**config.mk**
```make
export PLATFORM = sky130hd
export DESIGN_NAME = mp_host_seq
export DESIGN_NICKNAME = d
export VERILOG_FILES = /design/src/rtl/mp_seq_pkg.sv /design/src/rtl/mp_seq_popcnt.sv /design/src/rtl/mp_seq_dur.sv /design/src/rtl/mp_seq_timer.sv /design/src/rtl/mp_host_seq.sv
export SDC_FILE = /design/constraint.sdc
export NUM_CORES = 1
export LEC_CHECK = 0
export ABC_AREA = 1
export BUFFER_PORTS_ARGS = -buffer_cell sky130_fd_sc_hd__buf_2
export CORE_MARGIN = 3
export CORE_UTILIZATION = 40
export CTS_CLUSTER_SIZE = 16
export DETAILED_ROUTE_END_ITERATION = 16
export PLACE_DENSITY_LB_ADDON = 0.1
export RECOVER_POWER = 25
export SLEW_MARGIN = 20
export SYNTH_ARGS = -nofsm -noshare
export SYNTH_HDL_FRONTEND = slang
export SYNTH_SLANG_ARGS = --single-unit
```
**constraint.sdc**
```tcl
create_clock -name clk -period 16.7 [get_ports clk]
set_clock_uncertainty 0.1 [all_clocks]
set_input_delay 2.505 -clock clk [delete_from_list [all_inputs] [get_ports clk]]
set_output_delay 2.505 -clock clk [all_outputs]
set_load 0.01 [all_outputs]
```
**src/rtl/mp_seq_pkg.sv**
```systemverilog
package mp_seq_pkg;

    localparam int MP_SLOT_W  = 3;
    localparam int MP_LEN_W   = 12;
    localparam int MP_MASK_W  = 16;
    localparam int MP_RT_W    = 8;
    localparam int MP_SEQ_W   = 12;
    localparam int MP_FRAG_W  = 4;
    localparam int MP_RF_W    = 4;
    localparam int MP_CNT_W   = $clog2(MP_MASK_W + 1);

    localparam int REPLY_BASE_US = 112;
    localparam int REPLY_PER_US  = 10;

    localparam logic [MP_RF_W-1:0] RF_TX   = 4'd3;
    localparam logic [MP_RF_W-1:0] RF_WAIT = 4'd5;
    localparam logic [MP_RF_W-1:0] RF_ACK  = 4'd8;
    localparam logic [MP_RF_W-1:0] RF_IDLE = 4'd9;

    typedef enum logic [2:0] {
        PH_IDLE  = 3'd0,
        PH_PRE   = 3'd1,
        PH_DATA  = 3'd2,
        PH_REPLY = 3'd3,
        PH_ACK   = 3'd4
    } mp_phase_e;

    typedef struct packed {
        logic [MP_SLOT_W-1:0] slot;
        logic [MP_LEN_W-1:0]  len;
        logic                 rate;
        logic [MP_MASK_W-1:0] mask;
        logic [MP_RT_W-1:0]   reply_time;
        logic [MP_SEQ_W-1:0]  seq;
        logic                 txend_en;
    } mp_cfg_t;

    function automatic logic [MP_RF_W-1:0] rf_code(input mp_phase_e ph);
        case (ph)
            PH_PRE, PH_DATA: rf_code = RF_TX;
            PH_REPLY:        rf_code = RF_WAIT;
            PH_ACK:          rf_code = RF_ACK;
            default:         rf_code = RF_IDLE;
        endcase
    endfunction

    function automatic logic [MP_SEQ_W+MP_FRAG_W-1:0] seq_word(input logic [MP_SEQ_W-1:0] s);
        seq_word = {s, {MP_FRAG_W{1'b0}}};
    endfunction

endpackage

```
**src/rtl/mp_seq_popcnt.sv**
```systemverilog
module mp_seq_popcnt #(
    parameter int W  = 16,
    parameter int CW = $clog2(W + 1)
) (
    input  logic [W-1:0]  bits,
    output logic [CW-1:0] count
);
    logic [CW-1:0] part [W+1];

    assign part[0] = '0;
    for (genvar i = 0; i < W; i++) begin : g_sum
        assign part[i+1] = part[i] + CW'(bits[i]);
    end

    assign count = part[W];
endmodule

```
**src/rtl/mp_seq_dur.sv**
```systemverilog
module mp_seq_dur
    import mp_seq_pkg::*;
#(
    parameter int PRE_US    = 96,
    parameter int ACK_BYTES = 16,
    parameter int CNT_W     = 16
) (
    input  mp_phase_e             phase,
    input  logic [MP_LEN_W-1:0]   len,
    input  logic                  rate,
    input  logic [MP_MASK_W-1:0]  mask,
    input  logic [MP_RT_W-1:0]    reply_time,
    output logic [CNT_W-1:0]      ticks
);
    localparam int ACK_US = ACK_BYTES * 8;

    logic [MP_CNT_W-1:0] n_clients;
    logic [CNT_W-1:0]    n_w, rt_w, len_w, reply_t, data_t;

    mp_seq_popcnt #(.W(MP_MASK_W), .CW(MP_CNT_W)) u_pop (
        .bits  (mask),
        .count (n_clients)
    );

    always_comb begin
        n_w     = CNT_W'(n_clients);
        rt_w    = CNT_W'(reply_time);
        len_w   = CNT_W'(len);
        reply_t = CNT_W'(REPLY_BASE_US) + (CNT_W'(REPLY_PER_US) + rt_w) * n_w;
        if (len == '0)
            data_t = CNT_W'(1);
        else if (rate)
            data_t = len_w << 2;
        else
            data_t = len_w << 3;
    end

    always_comb begin
        case (phase)
            PH_PRE:   ticks = CNT_W'(PRE_US);
            PH_DATA:  ticks = data_t;
            PH_REPLY: ticks = reply_t;
            PH_ACK:   ticks = CNT_W'(ACK_US);
            default:  ticks = '0;
        endcase
    end
endmodule

```
**src/rtl/mp_seq_timer.sv**
```systemverilog
module mp_seq_timer #(
    parameter int CNT_W = 16
) (
    input  logic             clk,
    input  logic             rst,
    input  logic             tick,
    input  logic             load,
    input  logic [CNT_W-1:0] load_val,
    output logic             expire
);
    logic [CNT_W-1:0] cnt;

    always_ff @(posedge clk) begin
        if (rst)
            cnt <= '0;
        else if (load)
            cnt <= load_val;
        else if (tick && cnt != '0)
            cnt <= cnt - CNT_W'(1);
    end

    assign expire = tick && (cnt == CNT_W'(1));
endmodule

```
**src/rtl/mp_host_seq.sv**
```systemverilog
module mp_host_seq
    import mp_seq_pkg::*;
#(
    parameter int PRE_US     = 96,
    parameter int ACK_BYTES  = 16,
    parameter int CNT_W      = 16,
    parameter int QUIET_SLOT = 5
) (
    input  logic                          clk,
    input  logic                          rst,
    input  logic                          us_tick,
    input  logic                          start,
    input  logic [MP_SLOT_W-1:0]          slot,
    input  logic [MP_LEN_W-1:0]           data_len,
    input  logic                          tx_rate,
    input  logic [MP_MASK_W-1:0]          client_mask,
    input  logic [MP_RT_W-1:0]            reply_time,
    input  logic [MP_SEQ_W-1:0]           seq_num,
    input  logic                          txend_irq_en,
    input  logic                          xfer_ok,
    input  logic                          no_retry_time,
    output logic                          irq_start,
    output logic                          irq_txend,
    output logic                          irq_mp_end,
    output logic [MP_RF_W-1:0]            rf_status,
    output logic [MP_SEQ_W+MP_FRAG_W-1:0] seq_field,
    output logic                          done
);
    mp_phase_e        phase, nxt;
    mp_cfg_t          cfg_q;
    logic             accept, expire, load;
    logic [CNT_W-1:0] dur;

    assign accept = start && (phase == PH_IDLE);

    always_comb begin
        nxt = phase;
        if (accept)
            nxt = PH_PRE;
        else if (expire) begin
            case (phase)
                PH_PRE:   nxt = PH_DATA;
                PH_DATA:  nxt = PH_REPLY;
                PH_REPLY: nxt = PH_ACK;
                PH_ACK:   nxt = PH_IDLE;
                default:  nxt = PH_IDLE;
            endcase
        end
    end

    assign load = accept || expire;

    mp_seq_dur #(.PRE_US(PRE_US), .ACK_BYTES(ACK_BYTES), .CNT_W(CNT_W)) u_dur (
        .phase      (nxt),
        .len        (cfg_q.len),
        .rate       (cfg_q.rate),
        .mask       (cfg_q.mask),
        .reply_time (cfg_q.reply_time),
        .ticks      (dur)
    );

    mp_seq_timer #(.CNT_W(CNT_W)) u_timer (
        .clk      (clk),
        .rst      (rst),
        .tick     (us_tick),
        .load     (load),
        .load_val (dur),
        .expire   (expire)
    );

    always_ff @(posedge clk) begin
        if (rst) begin
            phase      <= PH_IDLE;
            cfg_q      <= '0;
            irq_start  <= 1'b0;
            irq_txend  <= 1'b0;
            irq_mp_end <= 1'b0;
            done       <= 1'b0;
            seq_field  <= '0;
            rf_status  <= RF_IDLE;
        end else begin
            phase      <= nxt;
            rf_status  <= rf_code(nxt);
            irq_start  <= 1'b0;
            irq_txend  <= 1'b0;
            irq_mp_end <= 1'b0;
            done       <= 1'b0;
            if (accept) begin
                cfg_q.slot       <= slot;
                cfg_q.len        <= data_len;
                cfg_q.rate       <= tx_rate;
                cfg_q.mask       <= client_mask;
                cfg_q.reply_time <= reply_time;
                cfg_q.seq        <= seq_num;
                cfg_q.txend_en   <= txend_irq_en;
            end
            if (expire) begin
                case (phase)
                    PH_PRE: begin
                        irq_start <= (cfg_q.slot != MP_SLOT_W'(QUIET_SLOT));
                        seq_field <= seq_word(cfg_q.seq);
                    end
                    PH_DATA:  irq_txend <= cfg_q.txend_en;
                    PH_REPLY: irq_start <= 1'b1;
                    PH_ACK: begin
                        irq_txend  <= cfg_q.txend_en;
                        irq_mp_end <= xfer_ok || no_retry_time;
                        done       <= 1'b1;
                    end
                    default: ;
                endcase
            end
        end
    end
endmodule

```
==> Word-level counts from Yosys, hierarchy flattened <==
Cells that the tools add are included.
{ "word_totals": {"register_bits": 92, "input_bits": 59} }
{ "op_classes": {"addsub": 18, "mul": 1, "eq_ne": 10, "n_mux": 11, "bitwise_logic": 3, "reduce_logical": 15} }
{ "op_table": {"columns": ["op", "count"], "rows": [
  ["$pmux 16 s4", 1],
  ["$add 5x1->5", 11],
  ["$mux 16", 2],
  ["$mux 15", 2],
  ["$add 7x16->16 const A", 1],
  ["$eq 16x1->1 const B", 1],
  ["$mul 16x5->16", 1],
  ["$reduce_bool 16->1", 1],
  ["$sub 16x1->16 const B", 1],
  ["$eq 3x2->1 const B", 4],
  ["$logic_not 12->1", 1],
  ["$pmux 4 s3", 1],
  ["$add 4x8->9 const A", 1],
  ["$pmux 3 s3", 1],
  ["$eq 3x1->1 const B", 2],
  ["$eq 3x3->1 const B", 2],
  ["$mux 3", 2],
  ["$reduce_or 2->1", 3],
  ["$reduce_or 3->1", 2],
  ["$add 4x1->5", 1],
  ["$add 3x1->4", 1],
  ["$add 2x1->3", 1],
  ["$logic_and 1x1->1", 3],
  ["$logic_not 3->1", 1],
  ["8 further kinds", 11]
]} }

==> Logic depth before layout (Yosys ltp) <==
{ "logic_depth": {"word_depth": 19, "mapped_depth": 34} }

==> Cells and area by module <==
A second synthesis with hierarchy kept.
{ "hier_totals": {"hier_cells": 938, "hier_area_um2": 6357.3} }
{ "modules_own_cells": {"columns": ["module", "instances", "cells_each", "area_per_inst_um2", "seq_area_each_um2"], "rows": [
  ["mp_host_seq", 1, 346, 2703.8, 1521.5],
  ["mp_seq_dur", 1, 325, 2035.7, 0.0],
  ["mp_seq_timer", 1, 211, 1188.6, 320.3],
  ["mp_seq_popcnt", 1, 56, 429.2, 0.0]
]} }

==> Worst setup path after synthesis <==
OpenSTA, ideal clock, no wires.
{ "synth_timing": {"kind": "register to register", "startpoint": "reg cfg_q[21] (netlist name)", "endpoint": "reg u_timer.cnt[9]", "arrival_time_ps": 6071, "t_required_ps": 16478, "setup_slack_ps": 10407, "stages_incl_launch_ff": 28, "period_less_slack_ps": 6293, "path_cell_list": "dfxtp_1 -> inv_1 -> fa_1 -> fa_1 -> fa_1 -> fa_1 -> inv_1 -> ha_1 -> fa_1 -> nand2_1 -> a21oi_1 -> inv_1 -> nor2_1 -> fa_1 -> inv_1 -> fa_1 -> fa_1 -> inv_1 -> ha_1 -> a21oi_1 -> nand2_1 -> a21oi_1 -> xor2_1 -> inv_1 -> nand2_1 -> nand2_1 -> nand3_2 -> a21oi_2"} }
{ "synth_via": {"elab_chain_len": 19} }
{ "synth_lines": {"columns": ["element", "line", "rtl"], "rows": [
  ["$add 1x1->2", "mp_seq_popcnt.sv:12", "assign part[i+1] = part[i] + CW'(bits[i]);"],
  ["$add 2x1->3", "mp_seq_popcnt.sv:12", null],
  ["$add 3x1->4", "mp_seq_popcnt.sv:12", null],
  ["$add 4x1->5", "mp_seq_popcnt.sv:12", null],
  ["$add 5x1->5 (11 in a row)", "mp_seq_popcnt.sv:12", null],
  ["$mul 16x5->16", "mp_seq_dur.sv:29", "reply_t = CNT_W'(REPLY_BASE_US) + (CNT_W'(REPLY_PER_US) + rt_w) * n_w;"],
  ["$add 7x16->16", "mp_seq_dur.sv:29", null],
  ["$pmux 16 s4", "mp_seq_dur.sv:39", "case (phase)"],
  ["$mux 16", "mp_seq_timer.sv:16", "else if (load)"],
  ["end signal: assignment", "mp_seq_timer.sv:17", "cnt <= load_val;"],
  ["end signal: assignment", "mp_seq_timer.sv:19", "cnt <= cnt - CNT_W'(1);"],
  ["end: declaration", "mp_seq_timer.sv:11", "logic [CNT_W-1:0] cnt;"]
]} }
No other way between the ends.
A chain may end at the register's enable or synchronous reset.

==> Worst setup path in the final report <==
{ "layout_timing": {"startpoint": "reg cfg_q[21] (netlist name)", "endpoint": "reg u_timer.cnt[10]"} }
{ "layout_via": {"elab_chain_len": 19} }
{ "layout_lines": {"columns": ["element", "line"], "rows": [
  ["$add 1x1->2", "mp_seq_popcnt.sv:12"],
  ["$add 2x1->3", "mp_seq_popcnt.sv:12"],
  ["$add 3x1->4", "mp_seq_popcnt.sv:12"],
  ["$add 4x1->5", "mp_seq_popcnt.sv:12"],
  ["$add 5x1->5 (11 in a row)", "mp_seq_popcnt.sv:12"],
  ["$mul 16x5->16", "mp_seq_dur.sv:29"],
  ["$add 7x16->16", "mp_seq_dur.sv:29"],
  ["$pmux 16 s4", "mp_seq_dur.sv:39"],
  ["$mux 16", "mp_seq_timer.sv:16"]
]} }
No other way between the ends.

==> out/summary.txt <==
Status - complete, but fails checks
Failing checks - capacitance limit, slew limit
Slew headroom - -1.18
Initial antenna violation count - 0
Cells on worst reg2reg path - 29
Post-synth top flop - dfxtp_1
Cells after synthesis - 888
Sequential cell area - 1840 sq um
RR Endpoint - u_timer.cnt[10]$_SDFFE_PP0P_
Most used cell, CP - fa_1
GR Util met1 - 0.250
Multi-input gate area - 3860 sq um
Vias in the first global route - 5239
Clk root buf - clkbuf_16
Initial DRC Count - 264
Reg2reg setup slack - 9.92 ns
Top cells by count, synth - inv_1 (145), nand2_1 (125), nor2_1 (112)
Finished Cell Area - 7200 sq um
Synth Area per Inst - 7.28 sq um
GR Layer Usage met2 - 0.269
Synth-to-Final Area Change - 11.3%
Total power - 1.24 mW
Core box area - 15500 sq um
Clock transition at path regs - 0.07 ns
Row Count - 45
Seq/Total Area, Yosys - 0.285
Worst r2r src - cfg_q[21]$_SDFFE_PP0P_
Vias - 5511
Worst setup EP type - flop
Hold_buf cts - 0
Die Wd - 133 um
Fin nets - 1074
Async S/R FF share, synth - 0
Period utilization - 0.406
GRT Max-Usage Layer - met2
Top post-synthesis cells by area - dfxtp_1 (28%), fa_1 (9.9%), inv_1 (8.4%)
Final setup viols - 0
Hold path depth - 2
Largest net degree at the start of global routing - 90
Die area - 17700 sq um
Pwr/cell area - 172 nW/um^2
Global-route wire length before repair - 25.5 mm
Final hold violations - 0
Max VDD drop - 130 uV
Routed WL - 15.0 mm
Critical Path RT - 16.89 ns
Top delay family on crit path - adder cells
Hold Startpoint - cfg_q[0]$_SDFFE_PP0P_
Grt total ovfl - 0
Postcts setup bufs - 0
GRT Total Usage - 0.174
Share of layout cells above drive strength 1 - 0.139
Worst path bufs/invs - 6
Least-Margin Pin Slew - 3.26 ns
Num ports - 83
CTS tree - built
Clock Tree Buf Depth - 2
Worst skew pair latency - 0.36 ns
Yosys top cell by area - dfxtp_1
Critical path arrival - 6.96 ns
Post-DP Area - 6960 sq um
Setup crit start kind - flop
Die extent in y - 133 um
Crit path launch - cfg_q[21]$_SDFFE_PP0P_
# Max-Cap Violations - 1
Worst Path Max Fanout - 6
Initial Utilization - 0.418
Synth cell types - 41
Port Buffer Count - 78
DP HPWL - 11.5 mm
Met3 GRT Util - 0.0393
Tightest Hold Check Type - reg -> reg
Yosys warns - 0
Post-CTS Resized - 0
Leakage - 3.43 nW
RePlAce Congestion - 0.838
CP Class - reg -> reg
Final slew viol count - 90
Clk sinks - 92
CP peak stage delay - 0.56 ns
Most common cell in the netlist - inv_1
Routed Antenna Nets - 0
Hold EP - irq_txend$_SDFF_PP0_
Fin Hold WS - 0.344 ns
FF+latch count, synth - 92
Post-synth top area share - 0.285
H-tree Lvls - 3
DR vias/cell - 4.75
CTS buffer count - 9
Max Fclk - 148 MHz
Wire per inst - 12.9 um
Ant. Diodes - 0
Syn Std Cell Area - 6470 sq um
Critical Path Slowest Stage Cell - fa_1
RSZ-0062 raised after global routing - no
DRC - 0
Minimum clock period - 6.78 ns
DR pass1 iterations - 5
Post-Route Setup TNS - 0 ns
Fillers - 1644
Number of synthesized flops with an enable pin - 0
## layout by cell type, fill, tap and decap left out, types with 5 or more instances in the layout
cell type	netlist	routed
o21ai_0	107	107
fa_1	32	32
nor2_2	7	7
ha_1	38	38
nand4_1	14	14
inv_1	145	144
xor2_1	16	16
dfxtp_1	92	92
nand3_1	28	29
a21oi_2	10	10
inv_2	5	6
nand2_4	7	6
clkbuf_16	0	9
clkbuf_1	28	22
buf_2	0	57
nand2_1	125	126
nor3_1	5	5
a21oi_1	58	58
nand3_2	16	15
nor2_1	112	112
## sequential cells by signal, indices dropped and copies added, names as in the netlist
signal,cells
cfg_q,53
done,1
irq_mp_end,1
irq_start,1
irq_txend,1
phase,3
rf_status,4
seq_field,12
u_timer.cnt,16
## worst register-to-register path: cells and delay by family, from the launching register on
kind            cells  cell delay [ns]
flops               1             0.31
compound gates      3             0.53
fa+ha+maj          10             4.50
simple gates       10             0.82
buf+inv             6             0.43
## layer usage
metal	part of all wire	vias to the layer above
met5	0	-
met4	0.012	0
met3	0.043	13
met2	0.43	91
met1	0.51	2491
li1	-	2916
## stage by stage
| step | worst slack (ns) | util | instances |
|---|---|---|---|
| 6_report | 9.92 | 0.465 | 1161 |
| 5_1_grt | 9.30 | 0.465 | 1161 |
| 4_1_cts | 9.92 | 0.468 | 1161 |
| 3_5_place_dp | 9.94 | 0.450 | 1145 |
| 3_3_place_gp | 9.96 | 0.450 | 1145 |
| 2_1_floorplan | 10.41 | - | 891 |
## report_power, final
part           internal [mW]  total [mW]  leakage [nW]  switching (mW)
clock                  0.104       0.202         0.143          0.0984
sequential             0.237       0.251         0.758          0.0142
combinational          0.295       0.786          2.53           0.491
total                  0.636        1.24          3.43           0.604
## worst max path at each step
| stage | to | cells past startpoint |
|---|---|---|
| CTS | u_timer.cnt[10]$_SDFFE_PP0P_ | 29 |
| detailed placement | u_timer.cnt[10]$_SDFFE_PP0P_ | 29 |
| floorplan | u_timer.cnt[9]$_SDFFE_PP0P_ | 27 |
| finish | u_timer.cnt[10]$_SDFFE_PP0P_ | 29 |
| global placement | u_timer.cnt[10]$_SDFFE_PP0P_ | 29 |
| global route | cfg_q[2]$_SDFFE_PP0P_ | 6 |
## final cells by class
class                           instances  area share
Clock buffer                            9      0.0313
Multi-Input combinational cell        611       0.537
Clock inverter                          7     0.00782
Sequential cell                        92       0.256
Inverter                              151      0.0794
Tap cell                              211      0.0367
Timing Repair Buffer                   80      0.0521
## kinds of logic after synthesis
logic type      count (synthesis)  share of synthesized area
simple gates                  330                      0.243
buf+inv                       188                      0.118
compound gates                187                      0.154
flops                          92                      0.285
fa+ha+maj                      70                      0.173
xor+xnor                       20                     0.0271
other cells                     1                   0.000580
No activity file was read; power rests on OpenSTA's default activity.
